File: src/rtl/ide_pio_pkg.sv
package ide_pio_pkg;
  typedef enum logic [1:0] {
    ST_IDLE = 2'd0,
    ST_ACT  = 2'd1,
    ST_RCV  = 2'd2
  } pio_state_t;
endpackage

File: src/rtl/ide_pio_sync.sv
module ide_pio_sync #(
  parameter int   STAGES = 2,
  parameter logic INIT   = 1'b0
) (
  input  logic clk,
  input  logic rst,
  input  logic d,
  output logic q
);
  logic [STAGES-1:0] chain;

  genvar i;
  generate
    for (i = 0; i < STAGES; i++) begin : g_stage
      always_ff @(posedge clk) begin
        if (rst) chain[i] <= INIT;
        else if (i == 0) chain[i] <= d;
        else chain[i] <= chain[(i == 0) ? 0 : i-1];
      end
    end
  endgenerate

  assign q = chain[STAGES-1];
endmodule

File: src/rtl/ide_pio_timing_sel.sv
module ide_pio_timing_sel #(
  parameter int MODE_W      = 3,
  parameter int FIELD_W     = 2,
  parameter int CNT_W       = 4,
  parameter int PROG_MODE   = 2,
  parameter int COMPAT_ACT  = 6,
  parameter int COMPAT_RCV  = 14,
  parameter int MIN_ACT     = 2,
  parameter int MIN_RCV     = 1
) (
  input  logic [MODE_W-1:0]  mode,
  input  logic [FIELD_W-1:0] smp_code,
  input  logic [FIELD_W-1:0] rcv_code,
  output logic [CNT_W-1:0]   act_clks,
  output logic [CNT_W-1:0]   rcv_clks
);
  localparam int PAD = CNT_W - FIELD_W;

  logic prog;
  logic [CNT_W-1:0] smp_off, rcv_off;

  assign prog    = (int'(mode) >= PROG_MODE);
  assign smp_off = {{PAD{1'b0}}, ~smp_code};
  assign rcv_off = {{PAD{1'b0}}, ~rcv_code};

  always_comb begin
    if (prog) begin
      act_clks = CNT_W'(MIN_ACT) + smp_off;
      rcv_clks = CNT_W'(MIN_RCV) + rcv_off;
    end else begin
      act_clks = CNT_W'(COMPAT_ACT);
      rcv_clks = CNT_W'(COMPAT_RCV);
    end
  end
endmodule

File: src/rtl/ide_pio_seq.sv
module ide_pio_seq
  import ide_pio_pkg::*;
#(
  parameter int CNT_W = 4
) (
  input  logic             clk,
  input  logic             rst,
  input  logic             start,
  input  logic             wr,
  input  logic [CNT_W-1:0] act_clks,
  input  logic [CNT_W-1:0] rcv_clks,
  input  logic             rdy,
  output logic             dior_n,
  output logic             diow_n,
  output logic             done
);
  pio_state_t       state;
  logic [CNT_W-1:0] cnt;
  logic [CNT_W-1:0] rcv_q;

  always_ff @(posedge clk) begin
    if (rst) begin
      state  <= ST_IDLE;
      cnt    <= '0;
      rcv_q  <= '0;
      dior_n <= 1'b1;
      diow_n <= 1'b1;
      done   <= 1'b0;
    end else begin
      done <= 1'b0;
      case (state)
        ST_IDLE: begin
          if (start) begin
            rcv_q <= rcv_clks;
            cnt   <= act_clks - CNT_W'(1);
            state <= ST_ACT;
            if (wr) diow_n <= 1'b0;
            else    dior_n <= 1'b0;
          end
        end
        ST_ACT: begin
          if (cnt != '0) begin
            cnt <= cnt - CNT_W'(1);
          end else if (rdy) begin
            dior_n <= 1'b1;
            diow_n <= 1'b1;
            cnt    <= rcv_q - CNT_W'(1);
            state  <= ST_RCV;
          end
        end
        ST_RCV: begin
          if (cnt != '0) begin
            cnt <= cnt - CNT_W'(1);
          end else begin
            done  <= 1'b1;
            state <= ST_IDLE;
          end
        end
        default: state <= ST_IDLE;
      endcase
    end
  end
endmodule

File: src/rtl/ide_pio_strobe_timer.sv
module ide_pio_strobe_timer #(
  parameter int MODE_W     = 3,
  parameter int FIELD_W    = 2,
  parameter int SYNC_STG   = 2,
  parameter int COMPAT_ACT = 6,
  parameter int COMPAT_RCV = 14,
  localparam int CNT_W     = $clog2(COMPAT_RCV + 1)
) (
  input  logic               clk,
  input  logic               rst,
  input  logic               req_valid,
  input  logic               req_write,
  input  logic [MODE_W-1:0]  req_mode,
  input  logic [FIELD_W-1:0] req_smp,
  input  logic [FIELD_W-1:0] req_rcv,
  input  logic               iordy,
  output logic               dior_n,
  output logic               diow_n,
  output logic               done
);
  logic             rdy_s;
  logic [CNT_W-1:0] act_clks, rcv_clks;

  ide_pio_sync #(.STAGES(SYNC_STG), .INIT(1'b0)) u_sync (
    .clk(clk), .rst(rst), .d(iordy), .q(rdy_s)
  );

  ide_pio_timing_sel #(
    .MODE_W(MODE_W), .FIELD_W(FIELD_W), .CNT_W(CNT_W),
    .COMPAT_ACT(COMPAT_ACT), .COMPAT_RCV(COMPAT_RCV)
  ) u_sel (
    .mode(req_mode), .smp_code(req_smp), .rcv_code(req_rcv),
    .act_clks(act_clks), .rcv_clks(rcv_clks)
  );

  ide_pio_seq #(.CNT_W(CNT_W)) u_seq (
    .clk(clk), .rst(rst), .start(req_valid), .wr(req_write),
    .act_clks(act_clks), .rcv_clks(rcv_clks), .rdy(rdy_s),
    .dior_n(dior_n), .diow_n(diow_n), .done(done)
  );
endmodule

File: config.mk
export PLATFORM = sky130hd
export DESIGN_NAME = ide_pio_strobe_timer
export DESIGN_NICKNAME = d
export VERILOG_FILES = /design/src/rtl/ide_pio_pkg.sv /design/src/rtl/ide_pio_sync.sv /design/src/rtl/ide_pio_timing_sel.sv /design/src/rtl/ide_pio_seq.sv /design/src/rtl/ide_pio_strobe_timer.sv
export SDC_FILE = /design/constraint.sdc
export NUM_CORES = 1
export LEC_CHECK = 0
export CAP_MARGIN = 20
export CORE_MARGIN = 5
export CORE_UTILIZATION = 25
export CTS_CLUSTER_SIZE = 40
export DETAILED_ROUTE_END_ITERATION = 8
export GPL_ROUTABILITY_DRIVEN = 1
export GPL_TIMING_DRIVEN = 0
export PLACE_DENSITY_LB_ADDON = 0.3
export SLEW_MARGIN = 20
export SYNTH_ARGS = -nofsm -noshare
export SYNTH_HDL_FRONTEND = slang
export SYNTH_HIERARCHICAL = 1
export SYNTH_SLANG_ARGS = --single-unit
export TNS_END_PERCENT = 20
File: constraint.sdc
create_clock -name clk -period 3.85 [get_ports clk]
set_input_delay 0.77 -clock clk [delete_from_list [all_inputs] [get_ports clk]]
set_output_delay 0.77 -clock clk [all_outputs]
set_load 0.05 [all_outputs]
==> impl_metrics.ini, run 1 <==
[grt]
overflow = 0
grt_max_degree = 11
grt_pass1_wl_um = 4120
antenna_found_initial = 0
grtUsageTotal_pct = 9.17
grt_pass1_vias = 958

[placed_design]
hpwl_um = 1980
place_congestion = 0.857
port_buffers = 12

[power_and_ir_drop]
combPwrFrac_pct = 49.1
intPower_mw = 0.401
power_density_nw_per_um2 = 521
clock_power_share_pct = 19.3
power_switching_mw = 0.279
peakVddDrop_uv = 307
power.leakage_nw = 0.541
p_seq_share_pct = 31.7
p_total_mw = 0.680
swShare_pct = 41.0

[setup_path]
cp.required_ns = 3.08
criticalPathCategory = flip-flop to primary output
crit_buf_inv = 1
cp_top_family = buffers and inverters
worstPathArrival_ns = 1.41
slowest_delay_ns = 0.81
crit_fanout = 3
cp-start-kind = flip-flop
end_kind = primary output
slowest_stage = clkdlybuf4s50_1
crit_chain = clkdlybuf4s50_1

[clock_network]
clk_pin_slew_ns = 0.06
cts.sink_count = 15
htreeDepth = 1
cts_root_buffer = clkbuf_8
cts_buffer_depth = 2
postCtsSetupRepairBufs = 0
cts_hold_buf = 0
ctsResizeCount = 0
cts_buffers = 3
clk_latency_ns = 0.25
cts_tree = done

[floorplan]
num_io_pins = 15
fp.dieH_um = 75.6
initial_core_util_pct = 26.3
core_um2 = 4090
dieWidth_um = 75.6
die-area_um2 = 5720
rows = 23

[yosys]
yosys_warnings = 6
synth.largest_area_cell = dfxtp_1
muxShareOfSynthArea_pct = 0
synth_area_um2 = 1080
synth-seq-cells = 15
syn_area_per_cell_um2 = 8.28
ys_seq_area_share_pct = 27.9
synth_common_cells = dfxtp_1, inv_1, nand2_1
synth_area_leaders = dfxtp_1, ha_1, inv_1
async_flop_share_pct = 0
synth_xor_area_share_pct = 3.26
synth_simple_gate_area_share_pct = 21.6
yosysUniqueCellTypes = 42
synth-edff-count = 0
synth_compound_area_share_pct = 27.3
syn_nets = 151
synth_adder_area_share_pct = 10.5
ys.flop_type = dfxtp_1
yosysTopAreaCellShare_pct = 27.9
synth_top_family_by_area = compound AO/OA/AOI/OAI gates
synth_cells = 130

[cells_and_area]
area_growth_pct = 21.3
diodes = 0
multiInputGateArea_um2 = 678
seq_area_um2 = 300
nets = 168
n_fill_cell = 421
drive_gt1_share_pct = 12.3

[route]
vias_per_cell = 5.01
drt_iter0_drc = 34
wl_um = 2500
dr.pass1.iters = 4
vias = 982
wl_per_cell_um = 12.8
drc = 0
drtAntennaViolNets = 0

[sta]
maxSlewViolCount = 0
setup_viol = 0
finClkSkew_ns = 0.00743
fin_hold_ws_ns = 0.443
min_period_ns = 2.18
post-route-period-util_pct = 56.6
fmax_ghz = 0.459
worstMarginPinSlew_ns = 0.588
tns_ns = 0
hold_viol = 0
rsz0062_at_grt = false
relSlewSlack_pct = 60.4

[worst_hold_path]
min_path_type = flip-flop to flip-flop

[run_status]
outcome = complete, no violations

[flow_run]
maxCapViolCount = 0
[worst paths after layout]
| check | start | to | slack, ns | depth (start not counted) |
|---|---|---|---|---|
| worst max-delay path | u_seq/dior_n | dior_n | 1.67 | 1 |
| worst max register to register | u_seq/cnt[0] | u_seq/cnt[0] | 1.78 | 6 |
| worst min register to register | u_sync/chain[0] | u_sync/q | 0.44 | 1 |
| worst min-delay path | u_sync/chain[0] | u_sync/q | 0.44 | 1 |
[kinds of logic (layout without fill, tap and decap cells)]
group / Yosys count / in the layout
and+or+nand+nor: 41 / 41
AOI/OAI and AO/OA: 39 / 39
buffers and inverters: 21 / 37
DFF: 15 / 15
adders and majority gates: 9 / 9
xor gates and xnor gates: 4 / 4
other: 1 / 1
[power by group through the flow]
stage,clock [mW],sequential [mW],combinational [mW]
after floorplan,0,0.225,0.238
after global placement,0,0.216,0.320
after detailed placement,0,0.218,0.329
after CTS,0.135,0.214,0.332
after global routing,0.137,0.219,0.369
final,0.131,0.215,0.333
[layout by cell type, fill, tap and decap left out, drive strengths merged, types with 3 or more instances in the layout]
cell / instances
a21oi: 7
buf: 4
clkbuf: 5
clkdlybuf4s50: 12
dfxtp: 15
ha: 9
inv: 15
nand2: 13
nand3: 5
nor2: 5
nor2b: 3
nor3: 4
o21a: 3
o21ai: 6
o21bai: 4
o31ai: 3
o32ai: 4
xor2: 3
[registers in the layout, indices dropped and copies added (netlist names)]
signal,cells
u_seq/state,2
u_seq/cnt,4
u_seq/dior_n,1
u_seq/rcv_q,4
u_seq/diow_n,1
u_sync/chain,1
u_seq/done,1
u_sync/q,1
[layout make-up]
type,instances,share of cell area [%]
repair buffers,12,9.20
multi-input cells,94,52.0
clock inverters,1,0.384
plain buffers,6,3.16
clock buffers,3,3.16
flip-flops and latches,15,23.0
well taps,50,4.79
inverters,15,4.31
[through the flow]
stage	setup WS, ns	area (um^2)	utilization [%]	instances
after global routing	1.60	1310	31.9	196
after CTS	1.66	1310	31.9	196
after floorplan	1.95	1080	-	130
after global placement	1.49	1260	30.8	192
final	1.67	1310	31.9	196
after detailed placement	1.46	1260	30.8	192
[routing by layer]
| metal | vias up | part of all wire (%) | GRT usage [%] |
|---|---|---|---|
| met1 | 462 | 47 | 10.8 |
| met5 | - | 0 | 0 |
| met3 | 0 | 4.2 | 2.64 |
| li1 | 495 | - | - |
| met4 | 0 | 0 | 1.17 |
| met2 | 25 | 49 | 16.9 |
Power figures use the tool's default switching activity.
==> run 2, diff against run 1 <==
Clock period 3.85 ns to 2.2 ns, I/O delays scaled along.
==> results of run 2 <==
The final DEF is identical to that of run 1. Status: complete, no violations.
Main changes from that run: setup slack after placement 1.46 ns -> 0.136 ns; clock-pin slew on the worst setup and hold paths 0.06 ns -> 0.07 ns; setup slack after layout 1.67 ns -> 0.130 ns; start point of the critical path u_seq/dior_n -> u_seq/cnt[0]; end point of the critical path dior_n -> u_seq/cnt[0]; register-to-register setup slack 1.78 ns -> 0.13 ns; total power 0.680 mW -> 1.19 mW; worst IR drop on VDD 307 uV -> 537 uV
==> run 3, diff against run 2 <==
Settings changed: ABC_CLOCK_PERIOD_IN_PS set to 1900, SKIP_CTS_REPAIR_TIMING set to 1.
Clock period 2.2 ns to 1.9 ns, I/O delays scaled along.
==> impl_metrics.ini, run 3 (synthesis gave the netlist of run 1 again) <==
[grt]
grtUsageTotal_pct = 9.17
antenna_found_initial = 0
grt_max_degree = 11
grt_pass1_wl_um = 4120
grt_pass1_vias = 958
overflow = 0

[power_and_ir_drop]
peakVddDrop_uv = 612
intPower_mw = 0.871
power_density_nw_per_um2 = 1060
combPwrFrac_pct = 51.3
clock_power_share_pct = 17.9
power_switching_mw = 0.606
power.leakage_nw = 0.561
p_seq_share_pct = 30.8
swShare_pct = 41.0
p_total_mw = 1.48

[floorplan]
die-area_um2 = 5720
core_um2 = 4090
rows = 23
num_io_pins = 15
fp.dieH_um = 75.6
dieWidth_um = 75.6
initial_core_util_pct = 26.3

[setup_path]
worstPathArrival_ns = 2.04
crit_fanout = 6
cp-start-kind = flip-flop
cp.required_ns = 2.06
end_kind = flip-flop
criticalPathCategory = flip-flop to flip-flop
crit_chain = inv_4 -> ha_4 -> nor3b_4 -> o21a_1 -> or4_4 -> o32ai_2
slowest_stage = or4_4
slowest_delay_ns = 0.59

[cells_and_area]
layout_common_cells = nand2_1, clkdlybuf4s50_1, inv_1
seq_area_um2 = 313
final_common_cell = nand2_1
drive_gt1_share_pct = 23.1
nets = 169
top_regs = u_seq/cnt x4, u_seq/rcv_q x4, u_seq/state x2
design_area_um2 = 1400
diodes = 0
n_fill_cell = 424
multiInputGateArea_um2 = 747
area_growth_pct = 30.0

[clock_network]
clk_pin_slew_ns = 0.07
clk_latency_ns = 0.25
cts_buffers = 3
cts.sink_count = 15
cts_root_buffer = clkbuf_8
cts_tree = done
htreeDepth = 1
cts_buffer_depth = 2

[sta]
tns_ns = 0
min_period_ns = 1.88
fin_hold_ws_ns = 0.443
finClkSkew_ns = 0.00724
setup_viol = 0
maxSlewViolCount = 0
worstMarginPinSlew_ns = 0.532
hold_viol = 0
post-route-period-util_pct = 98.9
rsz0062_at_grt = true
relSlewSlack_pct = 64.3
fmax_ghz = 0.532

[route]
drc = 0
vias_per_cell = 4.98
drtAntennaViolNets = 0
drt_iter0_drc = 25
wl_um = 2510
dr.pass1.iters = 6
vias = 982
wl_per_cell_um = 12.7

[placed_design]
port_buffers = 12
place_area_um2 = 1260
hpwl_um = 1980
place_congestion = 0.857

[worst_hold_path]
min_path_type = flip-flop to flip-flop

[run_status]
outcome = complete, no violations

[flow_run]
maxCapViolCount = 0
==> run 3: layer usage <==
layer | track usage, % | vias to the layer above | share of wire (%)
met3 | 2.64 | 0 | 4.1
met5 | 0 | - | 0
li1 | - | 497 | -
met1 | 10.8 | 468 | 45
met2 | 16.9 | 17 | 51
met4 | 1.17 | 0 | 0
==> run 3: final timing paths <==
check | start | to | slack [ns] | cells after the start
worst min-delay path | u_sync/chain[0] | u_sync/q | 0.44 | 1
worst max register to register | u_seq/cnt[0] | u_seq/cnt[0] | 0.02 | 6
worst max-delay path | u_seq/cnt[0] | u_seq/cnt[0] | 0.02 | 6
worst min register to register | u_sync/chain[0] | u_sync/q | 0.44 | 1
==> run 3: area by class of cell <==
type | count | area share [%]
Buffer | 5 | 2.59
Clock buffer | 3 | 2.95
Clock inverter | 1 | 0.358
Inverter | 15 | 4.20
Multi-Input combinational cell | 94 | 53.4
Sequential cell | 15 | 22.4
Tap cell | 50 | 4.47
Timing Repair Buffer | 14 | 9.66
==> run 3: through the flow <==
step,setup WS [ns],util [%],std cells
final,0.0202,34.2,197
after global routing,-0.0469,34.2,197
after CTS,-0.159,31.9,196
after detailed placement,-0.125,30.8,192
after global placement,-0.102,30.8,192
after floorplan,0.0848,-,130
==> run 3: critical path: cells and delay by family (launching register included) <==
kind	cells	cell delay [ns]
and+or+nand+nor	2	0.77
adders and majority gates	1	0.17
buffers and inverters	1	0.05
DFF	1	0.39
AOI/OAI and AO/OA	2	0.42
==> run 3: power groups by stage <==
stage / Combinational, mW / Clock, mW / Sequential [mW]
after floorplan: 0.482 / 0 / 0.456
after global placement: 0.649 / 0 / 0.438
after detailed placement: 0.667 / 0 / 0.441
after CTS: 0.673 / 0.274 / 0.434
after global routing: 0.828 / 0.278 / 0.464
final: 0.758 / 0.265 / 0.454
